`src/rtl/intc_pkg.sv`:
```
package intc_pkg;
  localparam int NSRC   = 64;
  localparam int HALF   = NSRC / 2;
  localparam int IDX_W  = $clog2(NSRC);
  localparam int PRIO_W = 6;
  localparam int LVL_W  = 3;
  localparam int ADDR_W = 8;
  localparam int DATA_W = 32;

  localparam logic [ADDR_W-1:0] A_PEND_HI  = 8'h00;
  localparam logic [ADDR_W-1:0] A_PEND_LO  = 8'h04;
  localparam logic [ADDR_W-1:0] A_MASK_HI  = 8'h08;
  localparam logic [ADDR_W-1:0] A_MASK_LO  = 8'h0C;
  localparam logic [ADDR_W-1:0] A_FRC_HI   = 8'h10;
  localparam logic [ADDR_W-1:0] A_FRC_LO   = 8'h14;
  localparam logic [ADDR_W-1:0] A_MSET     = 8'h1C;
  localparam logic [ADDR_W-1:0] A_MCLR     = 8'h1D;
  localparam logic [ADDR_W-1:0] A_ACK      = 8'hE0;
  localparam logic [1:0]        PRIO_PAGE  = 2'b01;

  typedef logic [NSRC-1:0][PRIO_W-1:0] prio_arr_t;
endpackage

```
`src/rtl/intc_regs.sv`:
```
module intc_regs
  import intc_pkg::*;
(
  input  logic              clk,
  input  logic              rst,
  input  logic [NSRC-1:0]   irq_in,
  input  logic              bus_sel,
  input  logic              bus_wr,
  input  logic [ADDR_W-1:0] bus_addr,
  input  logic [DATA_W-1:0] bus_wdata,
  input  logic [7:0]        cur_vector,
  output logic [DATA_W-1:0] bus_rdata,
  output logic [NSRC-1:0]   active,
  output prio_arr_t         prio
);
  logic [NSRC-1:0] pend_q, mask_q, frc_q, en;
  prio_arr_t       prio_q;
  logic            wr_en;
  logic [IDX_W-1:0] cmd_idx;
  logic            cmd_all;

  assign wr_en   = bus_sel & bus_wr;
  assign cmd_idx = bus_wdata[IDX_W-1:0];
  assign cmd_all = bus_wdata[IDX_W];

  always_ff @(posedge clk) begin
    if (rst) pend_q <= '0;
    else     pend_q <= irq_in;
  end

  always_ff @(posedge clk) begin
    if (rst) begin
      mask_q <= '1;
    end else if (wr_en) begin
      case (bus_addr)
        A_MASK_HI: mask_q[NSRC-1:HALF] <= bus_wdata;
        A_MASK_LO: mask_q[HALF-1:0]    <= bus_wdata;
        A_MSET: begin
          if (cmd_all) mask_q <= '1;
          else         mask_q[cmd_idx] <= 1'b1;
        end
        A_MCLR: begin
          if (cmd_all) mask_q <= '0;
          else         mask_q[cmd_idx] <= 1'b0;
        end
        default: ;
      endcase
    end
  end

  always_ff @(posedge clk) begin
    if (rst) begin
      frc_q <= '0;
    end else if (wr_en) begin
      if (bus_addr == A_FRC_HI) frc_q[NSRC-1:HALF] <= bus_wdata;
      if (bus_addr == A_FRC_LO) frc_q[HALF-1:0]    <= bus_wdata;
    end
  end

  always_ff @(posedge clk) begin
    if (rst) begin
      prio_q <= '0;
    end else if (wr_en && bus_addr[ADDR_W-1:IDX_W] == PRIO_PAGE) begin
      prio_q[bus_addr[IDX_W-1:0]] <= bus_wdata[PRIO_W-1:0];
    end
  end

  for (genvar g = 0; g < NSRC; g++) begin : g_en
    assign en[g] = |prio_q[g];
  end

  assign active = (pend_q | frc_q) & en & ~mask_q;
  assign prio   = prio_q;

  always_comb begin
    bus_rdata = '0;
    if (bus_sel && !bus_wr) begin
      if (bus_addr[ADDR_W-1:IDX_W] == PRIO_PAGE) begin
        bus_rdata = DATA_W'(prio_q[bus_addr[IDX_W-1:0]]);
      end else begin
        case (bus_addr)
          A_PEND_HI: bus_rdata = pend_q[NSRC-1:HALF];
          A_PEND_LO: bus_rdata = pend_q[HALF-1:0];
          A_MASK_HI: bus_rdata = mask_q[NSRC-1:HALF];
          A_MASK_LO: bus_rdata = mask_q[HALF-1:0];
          A_FRC_HI:  bus_rdata = frc_q[NSRC-1:HALF];
          A_FRC_LO:  bus_rdata = frc_q[HALF-1:0];
          A_ACK:     bus_rdata = DATA_W'(cur_vector);
          default:   bus_rdata = '0;
        endcase
      end
    end
  end

  // pending holds the line values sampled at the previous edge
  a_r2_pend_follows: assert property (@(posedge clk) disable iff (rst)
    !$past(rst) |-> pend_q == $past(irq_in));
  // set-all command
  a_r10_set_all: assert property (@(posedge clk) disable iff (rst)
    (wr_en && bus_addr == A_MSET && cmd_all) |=> mask_q == '1);
  // clear-all command
  a_r11_clr_all: assert property (@(posedge clk) disable iff (rst)
    (wr_en && bus_addr == A_MCLR && cmd_all) |=> mask_q == '0);
  // unmapped write leaves state alone
  a_r12_unmapped_quiet: assert property (@(posedge clk) disable iff (rst)
    (wr_en && bus_addr == 8'h20) |=> ($stable(mask_q) && $stable(frc_q) && $stable(prio_q)));
endmodule

```
`src/rtl/intc_arbiter.sv`:
```
module intc_arbiter
  import intc_pkg::*;
(
  input  logic [NSRC-1:0]  active,
  input  prio_arr_t        prio,
  output logic             found,
  output logic [IDX_W-1:0] win_idx,
  output logic [PRIO_W-1:0] win_prio
);
  always_comb begin
    found    = 1'b0;
    win_idx  = '0;
    win_prio = '0;
    for (int i = 0; i < NSRC; i++) begin
      if (active[i] && prio[i] >= win_prio) begin
        found    = 1'b1;
        win_idx  = IDX_W'(i);
        win_prio = prio[i];
      end
    end
  end
endmodule

```
`src/rtl/prio_intc.sv`:
```
module prio_intc
  import intc_pkg::*;
#(
  parameter logic [7:0] SPUR_VEC = 8'd24,
  parameter logic [7:0] VEC_BASE = 8'd64
) (
  input  logic        clk,
  input  logic        rst,
  input  logic [63:0] irq_in,
  input  logic        bus_sel,
  input  logic        bus_wr,
  input  logic [7:0]  bus_addr,
  input  logic [31:0] bus_wdata,
  output logic [31:0] bus_rdata,
  output logic [2:0]  irq_level,
  output logic [7:0]  irq_vector
);
  logic [NSRC-1:0]   active;
  prio_arr_t         prio;
  logic              found;
  logic [IDX_W-1:0]  win_idx;
  logic [PRIO_W-1:0] win_prio;

  intc_regs u_regs (
    .clk(clk), .rst(rst), .irq_in(irq_in),
    .bus_sel(bus_sel), .bus_wr(bus_wr), .bus_addr(bus_addr), .bus_wdata(bus_wdata),
    .cur_vector(irq_vector), .bus_rdata(bus_rdata),
    .active(active), .prio(prio)
  );

  intc_arbiter u_arb (
    .active(active), .prio(prio),
    .found(found), .win_idx(win_idx), .win_prio(win_prio)
  );

  always_ff @(posedge clk) begin
    if (rst) begin
      irq_vector <= SPUR_VEC;
      irq_level  <= '0;
    end else if (found) begin
      irq_vector <= VEC_BASE + 8'(win_idx);
      irq_level  <= win_prio[PRIO_W-1:PRIO_W-LVL_W];
    end else begin
      irq_vector <= SPUR_VEC;
      irq_level  <= '0;
    end
  end

  // reset leaves the spurious vector and level zero
  a_r1_reset_out: assert property (@(posedge clk) disable iff (rst)
    $past(rst) |-> (irq_vector == SPUR_VEC && irq_level == 3'd0));
  // spurious vector always comes with level zero
  a_r8_spur_level: assert property (@(posedge clk) disable iff (rst)
    irq_vector == SPUR_VEC |-> irq_level == 3'd0);
  // vector is either spurious or in the source window
  a_r8_vec_range: assert property (@(posedge clk) disable iff (rst)
    irq_vector == SPUR_VEC || (irq_vector >= VEC_BASE && irq_vector < VEC_BASE + 8'(NSRC)));
  // the selected source is one that is active
  a_r7_winner_active: assert property (@(posedge clk) disable iff (rst)
    found |-> active[win_idx]);
endmodule

```
`config.mk`:
```
export PLATFORM = sky130hd
export DESIGN_NAME = prio_intc
export DESIGN_NICKNAME = d
export VERILOG_FILES = /design/src/rtl/intc_pkg.sv /design/src/rtl/intc_regs.sv /design/src/rtl/intc_arbiter.sv /design/src/rtl/prio_intc.sv
export SDC_FILE = /design/constraint.sdc
export NUM_CORES = 2
export LEC_CHECK = 0
export BUFFER_PORTS_ARGS = -buffer_cell sky130_fd_sc_hd__buf_2
export CAP_MARGIN = 20
export CORE_MARGIN = 5
export CORE_UTILIZATION = 30
export DETAILED_ROUTE_END_ITERATION = 7
export PLACE_DENSITY_LB_ADDON = 0.08
export SKIP_LAST_GASP = 1
export SYNTH_ARGS = -nofsm -noshare
export SYNTH_HDL_FRONTEND = slang
export SYNTH_SLANG_ARGS = --single-unit
export TNS_END_PERCENT = 100
```
`constraint.sdc`:
```
create_clock -name clk -period 279.9 [get_ports clk]
set_input_delay 13.995 -clock clk [delete_from_list [all_inputs] [get_ports clk]]
set_output_delay 13.995 -clock clk [all_outputs]
set_load 0.01 [all_outputs]
```
==> results.py <==
metrics = {
    "detailed_routing": {
        "drt-initial-drc-count": 4315,
        "wl_met3_mm": 12.62,
        "drt_pre_antenna_iters": 8,
        "routedLengthMet1_mm": 99.82,
        "drcViolationCount": 0,
        "finalWirelength_mm": 209.2,
        "routed_via_density": 5.653,
        "ant_nets": 0,
        "wl_met2_mm": 90.71,
        "drt-wirelength-per-cell_um": 26.36,
        "route.vias.total": 44860,
        "top_layer": "met5",
    },
    "sta": {
        "final_period_minus_worst_setup_slack_ns": 127.78,
        "max_freq_mhz": 7.826,
        "clock-skew-final_ns": 0.03922,
        "max-slew-margin-rel": 0.1680,
        "setup-violations-final": 0,
        "final.hold.worst_slack_ns": 0.4730,
        "final_critical_path_setup_slack_ns": 152.12,
        "hold_fails_final_rpt": 0,
        "rsz0062_at_grt": "no",
        "setup-tns-final_ns": 0,
        "tightest_slew_ns": 1.239,
        "final-max-slew-violation-count": 0,
        "final.period_utilization": 0.4565,
    },
    "global_route": {
        "grtUsageTotal": 0.2550,
        "grt_pass1_vias": 41935,
        "antenna_found_initial": 23,
        "grt_pass1_wl_mm": 302.2,
        "gr-total-overflow": 0,
        "grt_max_degree": 174,
    },
    "setup_path": {
        "timing.critical_path.slowest_stage_cell": "sky130_fd_sc_hd__o32ai_1",
        "timing.critical_path.required_ns": 280.47,
        "startpoint_of_the_worst_register_to_register_path": "u_regs.frc_q[0]",
        "destination_of_the_worst_register_to_register_timing_path": "irq_level[0]",
        "cp-startpoint": "u_regs.frc_q[0]",
        "worst-endpoint-arrival_ns": 128.35,
        "critical_path.startpoint_type": "flip-flop",
        "path_class": "flip-flop to flip-flop",
        "critPathMaxStageDelay_ns": 0.92,
        "r2r_cells": 609,
        "setup.worst_path.end_class": "flip-flop",
        "worst_setup_path_endpoint": "irq_level[0]",
        "timing.reg2reg.setup_slack_ns": 152.12,
        "critical_path.max_fanout": 15,
        "critical-path-top-cell-by-count": "sky130_fd_sc_hd__a21oi_1",
    },
    "pwr": {
        "power-per-cell-area_mw_per_mm2": 4.051,
        "max-vdd-ir-drop_uv": 4.670,
        "power.leakage_nw": 18.64,
    },
    "synthesis": {
        "synth_fa_ha_area_frac": 0.08098,
        "xor_xnor_share_of_the_synthesized_area": 0.0003884,
        "synth-async-reset-ratio": 0,
        "yosysWarnings": 0,
        "synth_top_family_by_area": "compound AO/OA/AOI/OAI gates",
        "synth-seq-area-share": 0.2601,
        "synth_area_per_inst_um2": 7.662,
        "synthesis.nets": 6253,
        "synthSimpleGateAreaFrac": 0.2306,
        "post_synth_inst_count": 5887,
        "synth.area.mux_share": 0.1395,
        "synth_compound_gate_area_share": 0.2346,
        "synth_edf_count": 0,
        "synth_ff_type": "sky130_fd_sc_hd__dfxtp_1",
        "yosys.cell_types.count": 130,
        "synthTopCellsByArea": "sky130_fd_sc_hd__dfxtp_1, sky130_fd_sc_hd__a21oi_1, sky130_fd_sc_hd__ha_1, sky130_fd_sc_hd__mux2i_1, sky130_fd_sc_hd__nand2_1",
        "synth_seq_cells": 586,
        "synth_top_area_share": 0.2601,
        "post_synth_instance_area_mm2": 0.04510,
        "netlist.top_cell.by_area": "sky130_fd_sc_hd__dfxtp_1",
    },
    "status": {
        "run_status": "completed",
    },
    "floorplan": {
        "number_of_placed_i_o_pins": 151,
        "fp.dieW_um": 397.7,
        "coreArea_mm2": 0.1496,
        "initial_utilization": 0.3015,
        "die_area_mm2": 0.1582,
        "die_h_um": 397.7,
        "fp-row-count": 142,
    },
    "finish": {
        "fin_nets": 6221,
        "layout_overhead_on_the_synthesized_area_pct": 11.94,
        "post-route-util": 0.3375,
        "num-fill-cells": 16089,
        "drive_above_1_share": 0.1117,
        "finish.cell_count_without_fillers": 7935,
    },
    "placed_design": {
        "place_worst_setup_slack_ns": 153.58,
        "io_port_bufs": 149,
        "dp_cells": 7790,
        "gpl.final_weighted_congestion": 0.9352,
        "place.detailed.hpwl_mm": 155.5,
    },
    "clocking": {
        "cts_setup_buffers": 0,
        "path_clk_slew_ns": 0.06,
        "hold_fix_buffers_cts": 0,
        "ctsResizeCount": 0,
        "clock_insertion_delay_worst_skew_ns": 0.70,
        "numClockSinks": 586,
        "clockRootBuffer": "sky130_fd_sc_hd__clkbuf_16",
        "inserted_clock_buffers": 78,
        "cts_tree": "built",
        "cts_max_level": 3,
        "cts_buffer_depth": 3,
    },
    "job": {
        "maxCapViolations": 0,
    },
    "hold_path": {
        "timing.hold.worst.class": "flip-flop to flip-flop",
    },
}
power breakdown:
part           total (mW)  internal, mW  switching (mW)
Sequential         0.0846        0.0840        0.000617
Combinational      0.0130       0.00326         0.00977
Clock               0.107        0.0620          0.0449
cell usage in the layout, fill, tap and decap left out, types with 101 or more instances in the layout:
master                       n
sky130_fd_sc_hd__dfxtp_1   586
sky130_fd_sc_hd__nor3_1    123
sky130_fd_sc_hd__nor2b_1   114
sky130_fd_sc_hd__buf_2     139
sky130_fd_sc_hd__a21o_1    102
sky130_fd_sc_hd__mux4_2    103
sky130_fd_sc_hd__nor2_1    616
sky130_fd_sc_hd__mux2i_1   299
sky130_fd_sc_hd__nand3_1   252
sky130_fd_sc_hd__inv_1     289
sky130_fd_sc_hd__o21ai_0   231
sky130_fd_sc_hd__nand2b_1  101
sky130_fd_sc_hd__a21oi_1   673
sky130_fd_sc_hd__ha_1      258
sky130_fd_sc_hd__nand2_1   723
registers in the layout, indices dropped and copies added, names as in the netlist:
signal	flops
irq_level	3
u_regs.prio	384
u_regs.mask_q	64
irq_vector	7
u_regs.pend_q	64
u_regs.frc_q	64
Yosys cell counts, drive strengths merged (87+ instances only):
library cell,instances
nand2,724
a21oi,679
nor2,624
dfxtp,586
mux2i,300
inv,290
clkbuf,264
o21ai,261
ha,258
nand3,255
nor3,132
nor2b,114
a21o,103
mux4,103
nand2b,103
o211ai,87
layer usage:
metal	vias up	GRT usage
li1	21231	-
met1	21938	0.3729
met2	1457	0.3940
met3	232	0.03402
met4	2	0.06500
met5	-	0
layout make-up:
class / count / area, um^2 / area share
multi-input cells: 4675 / 31100 / 0.6160
flip-flops and latches: 586 / 11730 / 0.2324
well taps: 2016 / 2522 / 0.04996
clock buffers: 108 / 2235 / 0.04426
repair buffers: 223 / 1364 / 0.02701
inverters: 291 / 1092 / 0.02163
clock inverters: 33 / 434.2 / 0.008599
diodes: 3 / 7.507 / 0.0001487
logic make-up (layout without fill, tap and decap cells):
logic type      count (synthesis)  count (layout)
xor+xnor                        2               2
simple gates                 2243            2243
fa+ha+maj                     300             300
buf+inv                       626             655
flops                         586             586
mux                           488             488
other cells                     1               4
compound gates               1641            1641
worst max-delay path: cells and delay by family (launching register included):
kind / cells / cell delay [ns]
flip-flops: 1 / 0.50
AO/OA/AOI/OAI: 274 / 58.60
AND/OR/NAND/NOR: 199 / 28.93
buffers and inverters: 15 / 1.66
multiplexers: 40 / 14.27
adder cells (fa/ha/maj): 81 / 23.46
metrics by stage:
step | power [mW] | instance area (um^2)
2_1_floorplan | 0.09299 | 45100
3_3_place_gp | 0.09934 | 47800
3_5_place_dp | 0.09932 | 47810
4_1_cts | 0.2072 | 50480
5_1_grt | 0.2108 | 50480
6_report | 0.2045 | 50490
worst min path at each step:
stage / depth (start not counted) / to / from / slack, ns
2_1_floorplan: 2 / u_regs.prio[162] / u_regs.prio[162] / 0.45
3_3_place_gp: 2 / u_regs.frc_q[48] / u_regs.frc_q[48] / 0.46
3_5_place_dp: 2 / u_regs.frc_q[41] / u_regs.frc_q[41] / 0.46
4_1_cts: 2 / u_regs.frc_q[49] / u_regs.frc_q[49] / 0.47
5_1_grt: 2 / u_regs.frc_q[34] / u_regs.frc_q[34] / 0.50
6_report: 2 / u_regs.frc_q[44] / u_regs.frc_q[44] / 0.47
No activity file was read; power rests on OpenSTA's default activity.
